<file path="config.mk">
export PLATFORM = sky130hd
export DESIGN_NAME = gpio_mux_port
export DESIGN_NICKNAME = d
export VERILOG_FILES = /design/src/rtl/gpio_mux_pkg.sv /design/src/rtl/gpio_setclr_bank.sv /design/src/rtl/gpio_in_path.sv /design/src/rtl/gpio_chg_status.sv /design/src/rtl/gpio_mux_port.sv
export SDC_FILE = /design/constraint.sdc
export NUM_CORES = 1
export LEC_CHECK = 0
export BUFFER_PORTS_ARGS = -buffer_cell sky130_fd_sc_hd__buf_2
export CAP_MARGIN = 10
export CORE_UTILIZATION = 57
export CTS_CLUSTER_SIZE = 40
export DETAILED_ROUTE_END_ITERATION = 16
export PLACE_DENSITY_LB_ADDON = 0.15
export SETUP_SLACK_MARGIN = 0.3
export SLEW_MARGIN = 20
export SYNTH_ARGS = -nofsm -noshare
export SYNTH_HDL_FRONTEND = slang
export SYNTH_SLANG_ARGS = --single-unit
</file>
<file path="constraint.sdc">
create_clock -name clk -period 7.75 [get_ports clk]
set_input_delay 1.55 -clock clk [delete_from_list [all_inputs] [get_ports clk]]
set_output_delay 1.55 -clock clk [all_outputs]
set_load 0.01 [all_outputs]
</file>
<file path="src/rtl/gpio_mux_pkg.sv">
package gpio_mux_pkg;

    localparam int BUS_W    = 32;
    localparam int ADDR_W   = 5;
    localparam int N_FIELDS = 5;

    typedef enum logic [2:0] {
        FLD_OWN = 3'd0,
        FLD_OE  = 3'd1,
        FLD_DAT = 3'd2,
        FLD_FLT = 3'd3,
        FLD_MSK = 3'd4
    } field_e;

    localparam logic [ADDR_W-1:0] ADDR_PIN = 5'd15;
    localparam logic [ADDR_W-1:0] ADDR_CHG = 5'd16;

    typedef struct packed {
        logic       is_set;
        logic       is_clr;
        logic       is_stat;
        logic [2:0] fld;
    } addr_dec_t;

    function automatic addr_dec_t decode_addr(input logic [ADDR_W-1:0] a);
        addr_dec_t d;
        int unsigned ai;
        ai = int'(a);
        d = '0;
        if (ai < 3 * N_FIELDS) begin
            d.fld     = 3'(ai / 3);
            d.is_set  = (ai % 3) == 0;
            d.is_clr  = (ai % 3) == 1;
            d.is_stat = (ai % 3) == 2;
        end
        return d;
    endfunction

endpackage

</file>
<file path="src/rtl/gpio_setclr_bank.sv">
module gpio_setclr_bank #(
    parameter int               N_LINES   = 32,
    parameter logic [N_LINES-1:0] FIX_MASK  = '0,
    parameter logic [N_LINES-1:0] RST_VAL   = '0
) (
    input  logic               clk,
    input  logic               rst,
    input  logic               set_en,
    input  logic               clr_en,
    input  logic [N_LINES-1:0] wbits,
    output logic [N_LINES-1:0] q
);
    logic [N_LINES-1:0] q_r;
    logic [N_LINES-1:0] q_nxt;

    always_comb begin
        q_nxt = q_r;
        if (set_en) q_nxt = q_nxt | wbits;
        if (clr_en) q_nxt = q_nxt & ~wbits;
        q_nxt = (q_nxt & ~FIX_MASK) | (RST_VAL & FIX_MASK);
    end

    always_ff @(posedge clk) begin
        if (rst) q_r <= RST_VAL;
        else     q_r <= q_nxt;
    end

    assign q = q_r;
endmodule

</file>
<file path="src/rtl/gpio_in_path.sv">
module gpio_in_path #(
    parameter int N_LINES = 32
) (
    input  logic               clk,
    input  logic               rst,
    input  logic [N_LINES-1:0] pad_in,
    input  logic [N_LINES-1:0] flt_en,
    output logic [N_LINES-1:0] lvl,
    output logic [N_LINES-1:0] chg_pulse
);
    logic [N_LINES-1:0] meta_q, sync_q, prev_q, filt_q, filt_d;
    logic [N_LINES-1:0] filt_nxt;

    // a filtered line moves only when two successive samples agree
    always_comb begin
        for (int i = 0; i < N_LINES; i++) begin
            if (!flt_en[i])                 filt_nxt[i] = sync_q[i];
            else if (sync_q[i] == prev_q[i]) filt_nxt[i] = sync_q[i];
            else                            filt_nxt[i] = filt_q[i];
        end
    end

    always_ff @(posedge clk) begin
        if (rst) begin
            meta_q <= '0;
            sync_q <= '0;
            prev_q <= '0;
            filt_q <= '0;
            filt_d <= '0;
        end else begin
            meta_q <= pad_in;
            sync_q <= meta_q;
            prev_q <= sync_q;
            filt_q <= filt_nxt;
            filt_d <= filt_q;
        end
    end

    assign lvl       = filt_q;
    assign chg_pulse = filt_q ^ filt_d;
endmodule

</file>
<file path="src/rtl/gpio_chg_status.sv">
module gpio_chg_status #(
    parameter int N_LINES = 32
) (
    input  logic               clk,
    input  logic               rst,
    input  logic [N_LINES-1:0] chg_pulse,
    input  logic               rd_clr,
    output logic [N_LINES-1:0] chg
);
    logic [N_LINES-1:0] chg_r;

    always_ff @(posedge clk) begin
        if (rst) chg_r <= '0;
        else     chg_r <= (rd_clr ? '0 : chg_r) | chg_pulse;
    end

    assign chg = chg_r;
endmodule

</file>
<file path="src/rtl/gpio_mux_port.sv">
module gpio_mux_port
    import gpio_mux_pkg::*;
#(
    parameter int                 N_LINES  = 32,
    parameter logic [N_LINES-1:0] MUX_MASK = '1
) (
    input  logic               clk,
    input  logic               rst,
    input  logic               reg_wr,
    input  logic               reg_rd,
    input  logic [4:0]         reg_addr,
    input  logic [31:0]        reg_wdata,
    output logic [31:0]        reg_rdata,
    input  logic [N_LINES-1:0] pad_in,
    output logic [N_LINES-1:0] pad_out,
    output logic [N_LINES-1:0] pad_oe,
    input  logic [N_LINES-1:0] per_out,
    input  logic [N_LINES-1:0] per_oe,
    output logic [N_LINES-1:0] per_in,
    output logic               irq
);
    localparam logic [N_LINES-1:0] DEDICATED = ~MUX_MASK;

    addr_dec_t          dec;
    logic [N_LINES-1:0] wbits;
    logic [N_LINES-1:0] fld_q [N_FIELDS];
    logic [N_LINES-1:0] own_q, oe_q, dat_q, flt_q, msk_q;
    logic [N_LINES-1:0] lvl, chg_pulse, chg_q;
    logic               rd_clr;
    logic [N_LINES-1:0] rd_mux;
    logic [31:0]        rdata_q;

    assign dec   = decode_addr(reg_addr);
    assign wbits = reg_wdata[N_LINES-1:0];

    for (genvar f = 0; f < N_FIELDS; f++) begin : g_field
        localparam logic [N_LINES-1:0] FMASK = (f == int'(FLD_OWN)) ? DEDICATED : '0;
        localparam logic [N_LINES-1:0] RVAL  = (f == int'(FLD_OWN)) ? '1 : '0;
        gpio_setclr_bank #(
            .N_LINES (N_LINES),
            .FIX_MASK(FMASK),
            .RST_VAL (RVAL)
        ) u_bank (
            .clk   (clk),
            .rst   (rst),
            .set_en(reg_wr && dec.is_set && (dec.fld == 3'(f))),
            .clr_en(reg_wr && dec.is_clr && (dec.fld == 3'(f))),
            .wbits (wbits),
            .q     (fld_q[f])
        );
    end

    assign own_q = fld_q[FLD_OWN];
    assign oe_q  = fld_q[FLD_OE];
    assign dat_q = fld_q[FLD_DAT];
    assign flt_q = fld_q[FLD_FLT];
    assign msk_q = fld_q[FLD_MSK];

    gpio_in_path #(.N_LINES(N_LINES)) u_in (
        .clk      (clk),
        .rst      (rst),
        .pad_in   (pad_in),
        .flt_en   (flt_q),
        .lvl      (lvl),
        .chg_pulse(chg_pulse)
    );

    assign rd_clr = reg_rd && (reg_addr == ADDR_CHG);

    gpio_chg_status #(.N_LINES(N_LINES)) u_chg (
        .clk      (clk),
        .rst      (rst),
        .chg_pulse(chg_pulse),
        .rd_clr   (rd_clr),
        .chg      (chg_q)
    );

    // pad drive: GPIO state where GPIO owns the line, peripheral elsewhere
    assign pad_out = (own_q & dat_q) | (~own_q & per_out);
    assign pad_oe  = (own_q & oe_q)  | (~own_q & per_oe);
    assign per_in  = ~own_q & lvl;
    assign irq     = |(chg_q & msk_q);

    always_comb begin
        rd_mux = '0;
        if (dec.is_stat)               rd_mux = fld_q[dec.fld];
        else if (reg_addr == ADDR_PIN) rd_mux = lvl;
        else if (reg_addr == ADDR_CHG) rd_mux = chg_q;
    end

    always_ff @(posedge clk) begin
        if (rst)         rdata_q <= '0;
        else if (reg_rd) rdata_q <= 32'(rd_mux);
    end

    assign reg_rdata = rdata_q;
endmodule

</file>
# Yosys cells after proc, flatten, opt, wreduce, memory -nomap -nowiden
# Cells that the tools add are included.
dict set report op_classes {
  div_mod_pow 2
  magnitude_cmp 2
  n_eq_ne 72
  muxes 82
  bitwise 23
  n_reduce_logical 16
}
# cell count
set op_table {}
lappend op_table {{2-to-1 mux 32 bit} 16}
lappend op_table {{AND 32 bit} 11}
lappend op_table {{bitwise OR 32 bit} 8}
lappend op_table {{binary-select mux 32 bit (select 3 bit)} 1}
lappend op_table {{2-to-1 mux 1 bit} 64}
lappend op_table {{inequality test 2 x 1 -> 1 bit, second input constant} 32}
lappend op_table {{inverter 32 bit} 2}
lappend op_table {{divider 5 x 2 -> 32 bit, second input constant} 1}
lappend op_table {{== test 1 bit} 32}
lappend op_table {{== test 32 x 1 -> 1 bit, second input constant} 1}
lappend op_table {{== test 32 x 2 -> 1 bit, second input constant} 1}
lappend op_table {{zero test 32 bit} 1}
lappend op_table {{modulo 5 x 2 -> 32 bit, second input constant} 1}
lappend op_table {{OR reduction 32 bit} 1}
lappend op_table {{XOR 32 bit} 1}
lappend op_table {{logical AND 1 bit} 13}
lappend op_table {{== test 3 x 2 -> 1 bit, second input constant} 2}
lappend op_table {{2-to-1 mux 6 bit} 1}
lappend op_table {{== test 5 x 4 -> 1 bit, second input constant} 1}
lappend op_table {{== test 5 bit, second input constant} 1}
lappend op_table {{< comparator 5 x 4 -> 1 bit, second input constant} 1}
lappend op_table {{greater-or-equal comparator 4 bit, second input constant} 1}
lappend op_table {{inverter 3 -> 4 bit} 1}
lappend op_table {{== test 3 x 1 -> 1 bit, second input constant} 1}
lappend op_table {{other kinds (2)} 2}
dict set report word_totals {
  reg_bits 384
  input_bits 137
  out_inout_bits 129
  elab_cells 240
}

# Depth between registers and ports, before layout
# Gate-level depths: netlist (run 1).
dict set report depth {
  depth_word 8
  depth_mapped 24
  mapped_depth_nobuf 17
}

# Modules after synthesis
# From an unflattened synthesis (run 1), not the netlist that was laid out.
dict set report unflattened {
  cells_unflattened 1721
  area_unflattened_um2 17491.8
}
# mod instances cells_per_inst area_per_inst_um2 seq_area_each_um2
set modules_own_cells {}
lappend modules_own_cells {gpio_in_path 1 434 5230.0 3203.1}
lappend modules_own_cells {{gpio_setclr_bank (g_field[1].u_bank ...)} 4 105 1261.2 640.6}
lappend modules_own_cells {gpio_mux_port 1 623 4893.4 640.6}
lappend modules_own_cells {{gpio_setclr_bank (g_field[0].u_bank)} 1 110 1172.4 640.6}
lappend modules_own_cells {gpio_chg_status 1 134 1151.1 640.6}

# Least setup slack after synthesis (run 1)
# No wires, ideal clock.
dict set report synth_timing {
  kind {in2reg}
  from {input reg_addr[3]}
  to {register (tool-made name)}
  setup_ns 0.119
  arrival_ns 5.935
  t_required_ns 7.631
  path_slack_ns 1.696
  stages 22
  path_buffers 6
  cell_sequence {buf_4 > buf_4 > clkbuf_1 > ha_1 > nor2b_1 > mux2i_1 > a21o_1 > ha_1 > buf_2 > nor2_1 > o21a_1 > o2bb2ai_1 > inv_1 > ha_1 > or2_2 > a211oi_1 > a2bb2oi_1 > a211o_1 > or4_1 > buf_2 > buf_6 > o221a_1}
}
# element line
set synth_rtl {}
lappend synth_rtl {{from (decl)} gpio_mux_port.sv:11} ;# input logic [4:0] reg_addr,

==> reports/metrics.cfg, run 1 <==
[drt]
drc = 0
dr_total_vias = 15700
detail-route-antenna-nets = 0
first_pass_iters = 6
avgViaCountPerCell = 6.31
routed_wl_mm = 54.5
detail_route.wl_per_cell_microns = 21.9
drt_iter0_markers = 1578

[grt]
grt_overflow = 0
grt_pass1_wl_mm = 83.9
grt_pass1_vias = 14700
grt_antenna_before_repair = 1
grtUsageTotal_pct = 34.6
grt_max_degree = 116

[yosys]
synth_cells = 1869
syn_area_sq_um = 17100
synth_top_area_share_pct = 45.0
synth_largest_area_cell = dfxtp_1
synthArstFlopShare_pct = 0
synth_area_leaders = dfxtp_1 (45%), nor2b_1 (6.0%), mux2_2 (5.3%), nand2_1 (5.2%), mux2i_1 (3.8%)
synth_flop_cell = dfxtp_1
ys_ff_latch = 384
synth_fp_nets = 2009
yosysWarnings = 0
syn_area_per_cell_sq_um = 9.14
synth_seq_area_share_pct = 45.0
synth_edf_count = 0
synth.distinct_cells = 71

[sta]
clock_skew_ns = 0.0195
slew_violations = 0
setup_ws_ns = 0.945
finalSetupViolCount = 0
period_share_pct = 87.8
fmax_mhz = 147
rsz0062_at_grt = no
worst_pin_slew_ns = 1.18
relSlewSlack_pct = 21.6
min_period_ns = 6.80
fin_tns_setup_ns = 0
hold_violations = 0

[finish]
drive_gt1_share_pct = 22.5
nNetsFinal = 2210
syn2layout_area_growth_pct = 17.2
instances_no_fill = 2488
fill_cells = 2399

[cts]
htreeDepth = 2
cts.sinks = 384
cts_setup_buffers = 0
path_clk_slew_ns = 0.06
clock_path_buffers = 3
cts_hold_buf = 0
numCtsBuffers = 40
cts-root-buf = clkbuf_16
clock_latency_ns = 0.54
cts_tree = built
ctsResizeCount = 0

[placed_design]
place.gp.congestion = 0.857
place_ws_ns = 0.555
port_buffers = 265
placed_cells = 2418
place_hpwl_mm = 35.2

[worst_hold_path]
hp-start = u_in.meta_q[7]
hold_depth = 1
hp-class = reg -> reg

[floorplan]
ios = 266
chipWidth_microns = 175
die-area_sq_um = 30700
start_util_pct = 57.8
core_sq_um = 29600
rows = 63
die_height_microns = 175

[run]
maxCapViolations = 0

[worst_setup_path]
worst_r2r_endpoint = reg_rdata[24]
cp.buffers_inverters = 5
worstRegToRegCells = 4
crit_chain = buf_2, ha_1, nor2b_1, mux2i_1, a21o_1, ha_1, nor2_1, o21a_1, o2bb2ai_1, inv_1, ha_1, inv_1, o21ai_0, a211oi_2, and2_1, buf_4, xnor2_1, nand2_2, buf_12, mux2i_1
start_kind = input port
worstPathMaxFanout = 43
end_kind = register
worstPathRequired_ns = 8.20
cp_slowest_cell = a211oi_2
reg2reg_setup_slack_ns = 6.45
cp.depth = 20
crit_family = compound AO/OA/AOI/OAI gates
arrival_ns = 7.26
path_common_cell = ha_1
worstSetupPathType = in -> reg
critPathMaxStageDelay_ns = 0.50
crit_path_start = reg_addr[4]

[run_status]
outcome = completed

[power]
p_leak_nw = 8.84
p_per_area_nw_per_um2 = 220
total_power_w = 0.00440
peakVddDrop_uv = 145

-- kinds of logic (layout without fill, tap and decap cells) --
kind of cell,Yosys count,count (layout),share of synthesized area (%)
adder cells (fa/ha/maj),3,3,0.220
AO/OA/AOI/OAI,488,488,21.1
AND/OR/NAND/NOR,603,603,17.8
buffers and inverters,211,439,4.94
XOR/XNOR,34,34,1.74
other,0,1,0
multiplexers,146,146,9.15
flip-flops,384,384,45.0
-- report_power, final --
| group | switching (W) | total (W) | internal (W) | leakage, nW |
|---|---|---|---|---|
| Combinational | 0.000307 | 0.000457 | 0.000150 | 5.08 |
| Sequential | 0.0000437 | 0.00207 | 0.00203 | 3.12 |
| Clock | 0.000795 | 0.00187 | 0.00108 | 0.633 |
-- cell usage after synthesis (all sizes together), types with 6 or more instances --
cell / count
a211oi: 6
a21boi: 49
a21o: 34
a21oi: 76
a221o: 17
a221oi: 52
a222oi: 15
a22oi: 44
and3: 18
buf: 27
clkbuf: 115
dfxtp: 384
inv: 69
mux2: 81
mux2i: 65
nand2: 239
nand2b: 6
nand3: 6
nor2: 77
nor2b: 164
nor3: 7
nor4: 34
o21ai: 71
o221a: 33
o22ai: 32
o41ai: 32
or4: 34
xor2: 33
-- layout make-up --
cell class	count	area (sq um)	area share, %
multi-input combinational	1274	8670	43.3
sequential	384	7690	38.4
timing repair buffer	301	1630	8.15
clock buffer	62	1210	6.06
tap	390	488	2.44
inverter	69	260	1.30
clock inverter	7	67.6	0.338
antenna	1	2.50	0.0125
-- per-layer routing --
layer  vias up  part of all wire, %  GRT usage [%]
li1       7170                    -              -
met3       140                   10           4.70
met4         0                  3.3           12.2
met1      7492                   42           48.5
met5         -                    0              0
met2       900                   45           54.4
-- per-stage QoR --
step	hold WS, ns	area, sq um	utilization, %
detailed placement	0.424	18700	63.4
global route	0.449	20000	67.7
floorplan	0.414	17100	-
CTS	0.436	20000	67.7
global placement	0.416	18700	63.4
finish	0.431	20000	67.7
-- placed cells by master, fill, tap and decap left out, types with 65 or more instances in the layout --
cell type  synthesis  layout
dfxtp_1          384     384
buf_2             14     264
nand2_1          238     237
nor2b_1          164     164
mux2_2            81      81
nor2_1            76      76
a21oi_1           76      75
o21ai_0           70      70
inv_1             68      68
mux2i_1           65      65
-- how the worst min path moves through the flow --
stage,endpoint,slack [ns]
after detailed placement,u_in.sync_q[17],0.42
after CTS,u_in.sync_q[7],0.44
after global placement,u_in.sync_q[25],0.42
after global routing,u_in.sync_q[20],0.45
final,u_in.sync_q[7],0.43
after floorplan,u_in.sync_q[0],0.41
(Power assumes the default switching activity.)
==> inputs of run 2 (changes only) <==
--- a/config.mk
+++ b/config.mk
@@ -5,11 +5,13 @@
 export SDC_FILE = /design/constraint.sdc
 export NUM_CORES = 1
 export LEC_CHECK = 0
+export ABC_AREA = 1
 export BUFFER_PORTS_ARGS = -buffer_cell sky130_fd_sc_hd__buf_2
 export CAP_MARGIN = 10
-export CORE_UTILIZATION = 57
+export CORE_UTILIZATION = 58
 export CTS_CLUSTER_SIZE = 40
 export DETAILED_ROUTE_END_ITERATION = 16
+export MAX_ROUTING_LAYER = met4
 export PLACE_DENSITY_LB_ADDON = 0.15
 export SETUP_SLACK_MARGIN = 0.3
 export SLEW_MARGIN = 20
==> run 2 against run 1 <==
- sequential power decreased by 2%
- final area up 6.4%
- first-iteration DRC count is 50% higher
- non-clock buffer count is 12 lower
- largest cell class unchanged
==> reports/metrics.cfg, run 2 <==
[grt]
grt_antenna_before_repair = 1  ; unchanged
grt_max_degree = 161  ; +39%
grt_pass1_vias = 18100  ; +23%
grt_pass1_wl_mm = 94.3  ; +12%
grtUsageTotal_pct = 36.8  ; +2.2 points
grt_overflow = 0  ; unchanged

[worst_hold_path]
hp-class = reg -> reg

[yosys]
syn_area_sq_um = 18600  ; +8.8%
synth.most_common_cell = nand2_1
syn_area_per_cell_sq_um = 6.75  ; -26%
synth_largest_area_cell = dfxtp_1
synth_fa_ha_area_share_pct = 0.202  ; -0.018 points
synth_fp_nets = 2894  ; +44%
synthMuxAreaShare_pct = 0  ; -9.1 points
yosys-top-cells-count = nand2_1 (543), inv_1 (450), dfxtp_1 (384)
synth_seq_area_share_pct = 41.4  ; -3.6 points
synth_compound_area_share_pct = 15.4  ; -5.7 points
synth_flop_cell = dfxtp_1
synth_simple_gate_area_share_pct = 28.1  ; +10 points
synth.distinct_cells = 37  ; -48%
synth_area_leaders = dfxtp_1 (41%), nand2_1 (11%), inv_1 (9.1%), a21oi_1 (8.0%), nand4_1 (7.6%)
yosysWarnings = 0  ; unchanged
synthArstFlopShare_pct = 0  ; unchanged
synthXorXnorAreaFrac_pct = 1.60  ; -0.14 points
synth_edf_count = 0  ; unchanged
ys_ff_latch = 384  ; unchanged
synth_top_family_by_area = simple AND/OR/NAND/NOR gates
synth_top_area_share_pct = 41.4  ; -3.6 points
synth_cells = 2754  ; +47%

[drt]
detail_route.wl_per_cell_microns = 17.9  ; -18%
drt_iter0_markers = 2370  ; +50%
drc = 0  ; unchanged
dr_total_vias = 19700  ; +26%
routed_wl_mm = 60.0  ; +10%
detail-route-antenna-nets = 0  ; unchanged
first_pass_iters = 6  ; unchanged
avgViaCountPerCell = 5.89  ; -6.7%

[placed_design]
placed_cells = 3275  ; +35%
port_buffers = 265  ; unchanged
place.gp.congestion = 0.887  ; +3.5%
place_hpwl_mm = 35.9  ; +2.1%
postPlaceCellArea_sq_um = 20000  ; +6.6%

[floorplan]
die_height_microns = 181  ; +3.4%
chipWidth_microns = 181  ; +3.4%
die-area_sq_um = 32800  ; +6.8%
ios = 266  ; unchanged
rows = 65  ; +3.2%
start_util_pct = 58.9  ; +1.1 points
core_sq_um = 31600  ; +6.8%

[sta]
fmax_mhz = 171  ; +16%
worst_pin_slew_ns = 1.12  ; -0.0534 ns
finalSetupViolCount = 0  ; unchanged
hold_violations = 0  ; unchanged
min_period_ns = 5.86  ; -0.940 ns
rsz0062_at_grt = no
relSlewSlack_pct = 25.1  ; +3.5 points
slew_violations = 0  ; unchanged
fin_tns_setup_ns = 0  ; unchanged
period_share_pct = 75.7  ; -12 points
clock_skew_ns = 0.0126  ; -0.00686 ns

[run]
maxCapViolations = 0  ; unchanged

[finish]
fill_cells = 2793  ; +16%
nNetsFinal = 3056  ; +38%
fin_util_pct = 67.5  ; -0.20 points
drive_gt1_share_pct = 13.6  ; -8.9 points
stdcell_area_sq_um = 21300  ; +6.4%
final_common_cell = nand2_1
final_cell_mix = nand2_1 (541), inv_1 (448), dfxtp_1 (384), a21oi_1 (296), buf_2 (264)
instances_no_fill = 3347  ; +35%
syn2layout_area_growth_pct = 14.6

[cts]
cts-root-buf = clkbuf_16
cts.sinks = 384  ; unchanged
cts_setup_buffers = 0  ; unchanged
clock_latency_ns = 0.55  ; about the same
ctsResizeCount = 0  ; unchanged
numCtsBuffers = 41  ; +2.5%
clock_path_buffers = 3  ; unchanged
cts_tree = built
htreeDepth = 2  ; unchanged
path_clk_slew_ns = 0.06  ; about the same
cts_hold_buf = 0  ; unchanged

[power]
total_power_w = 0.00455  ; +3.5%
p_per_area_nw_per_um2 = 214  ; -2.8%
peakVddDrop_uv = 158  ; +8.6%
p_leak_nw = 9.20  ; +4.1%

[worst_setup_path]
arrival_ns = 6.27  ; -0.99 ns
start_kind = input port
worstPathRequired_ns = 8.16  ; -0.04 ns
worstPathMaxFanout = 38  ; -12%
worstSetupPathType = in -> reg
end_kind = register

[run_status]
outcome = completed

[run 2: cell types whose count changed in the layout (fill, tap and decap cells not counted), moves of 107 or more]
cell | previous run | this run
nor2_1 | 76 | 203
a21oi_1 | 75 | 296
inv_1 | 68 | 448
nand4_1 | 3 | 227
nor2b_1 | 164 | 0
o21ai_1 | 0 | 107
nand2_1 | 237 | 541
[run 2: area by class of cell]
class | instances | area, sq um | share of cell area [%]
diodes | 2 | 5.00 | 0.0235
clock buffers | 62 | 1250 | 5.85
clock inverters | 8 | 80.1 | 0.376
inverters | 461 | 1740 | 8.14
multi-input cells | 1739 | 8500 | 39.9
flip-flops and latches | 384 | 7690 | 36.1
well taps | 402 | 503 | 2.36
repair buffers | 289 | 1550 | 7.28
[run 2: cell families (layout without fill, tap and decap cells)]
group / after synthesis / in the layout
other: 0 / 2
and+or+nand+nor: 1148 / 1148
adders and majority gates: 3 / 3
xor gates and xnor gates: 34 / 34
DFF: 384 / 384
AOI/OAI and AO/OA: 554 / 554
buffers and inverters: 631 / 820
[run 2: stage by stage]
step,setup slack (ns),hold WS (ns)
after detailed placement,1.49,0.394
after CTS,2.02,0.400
after global placement,1.75,0.390
after floorplan,3.29,0.388
after global routing,1.62,0.412
final,1.89,0.398
[run 2: report_power, final]
group	internal [W]	switching, W	leakage [nW]	total [W]
clock	0.00114	0.000801	0.658	0.00194
combinational	0.000140	0.000448	5.43	0.000588
sequential	0.00201	0.0000169	3.11	0.00202
[run 2: final timing paths]
check                  startpoint              end  slack [ns]  cells past startpoint
hold / removal    u_in.meta_q[23]  u_in.sync_q[23]        0.40                      2
setup / recovery      reg_addr[4]         register        1.89                     23
setup reg to reg         register    reg_rdata[25]        6.56                      8
hold reg to reg   u_in.meta_q[23]  u_in.sync_q[23]        0.40                      2
[run 2: critical path, cell delays in order]
cell and delay [ns]:
buf_2 0.17, ha_1 0.32, nand2_1 0.10, nand2_1 0.07, nor2_2 0.12, nand2_2 0.08, nand2_4 0.09, ha_1 0.16
inv_1 0.07, nand4_2 0.12, inv_2 0.09, nand3_1 0.09, nand2_1 0.11, ha_1 0.24, inv_1 0.17, nand3_2 0.12
nor2_4 0.13, nor2_1 0.09, nor2_4 0.09, buf_4 0.59, nand3_2 1.04, o21ai_0 0.54, a21oi_1 0.09
[run 2: routing by layer]
layer / wire length [microns] / global-route usage [%]
met4: 2730 / 17.8
met3: 6370 / 5.42
met5: 0 / -
met2: 27400 / 57.9
met1: 23600 / 46.4
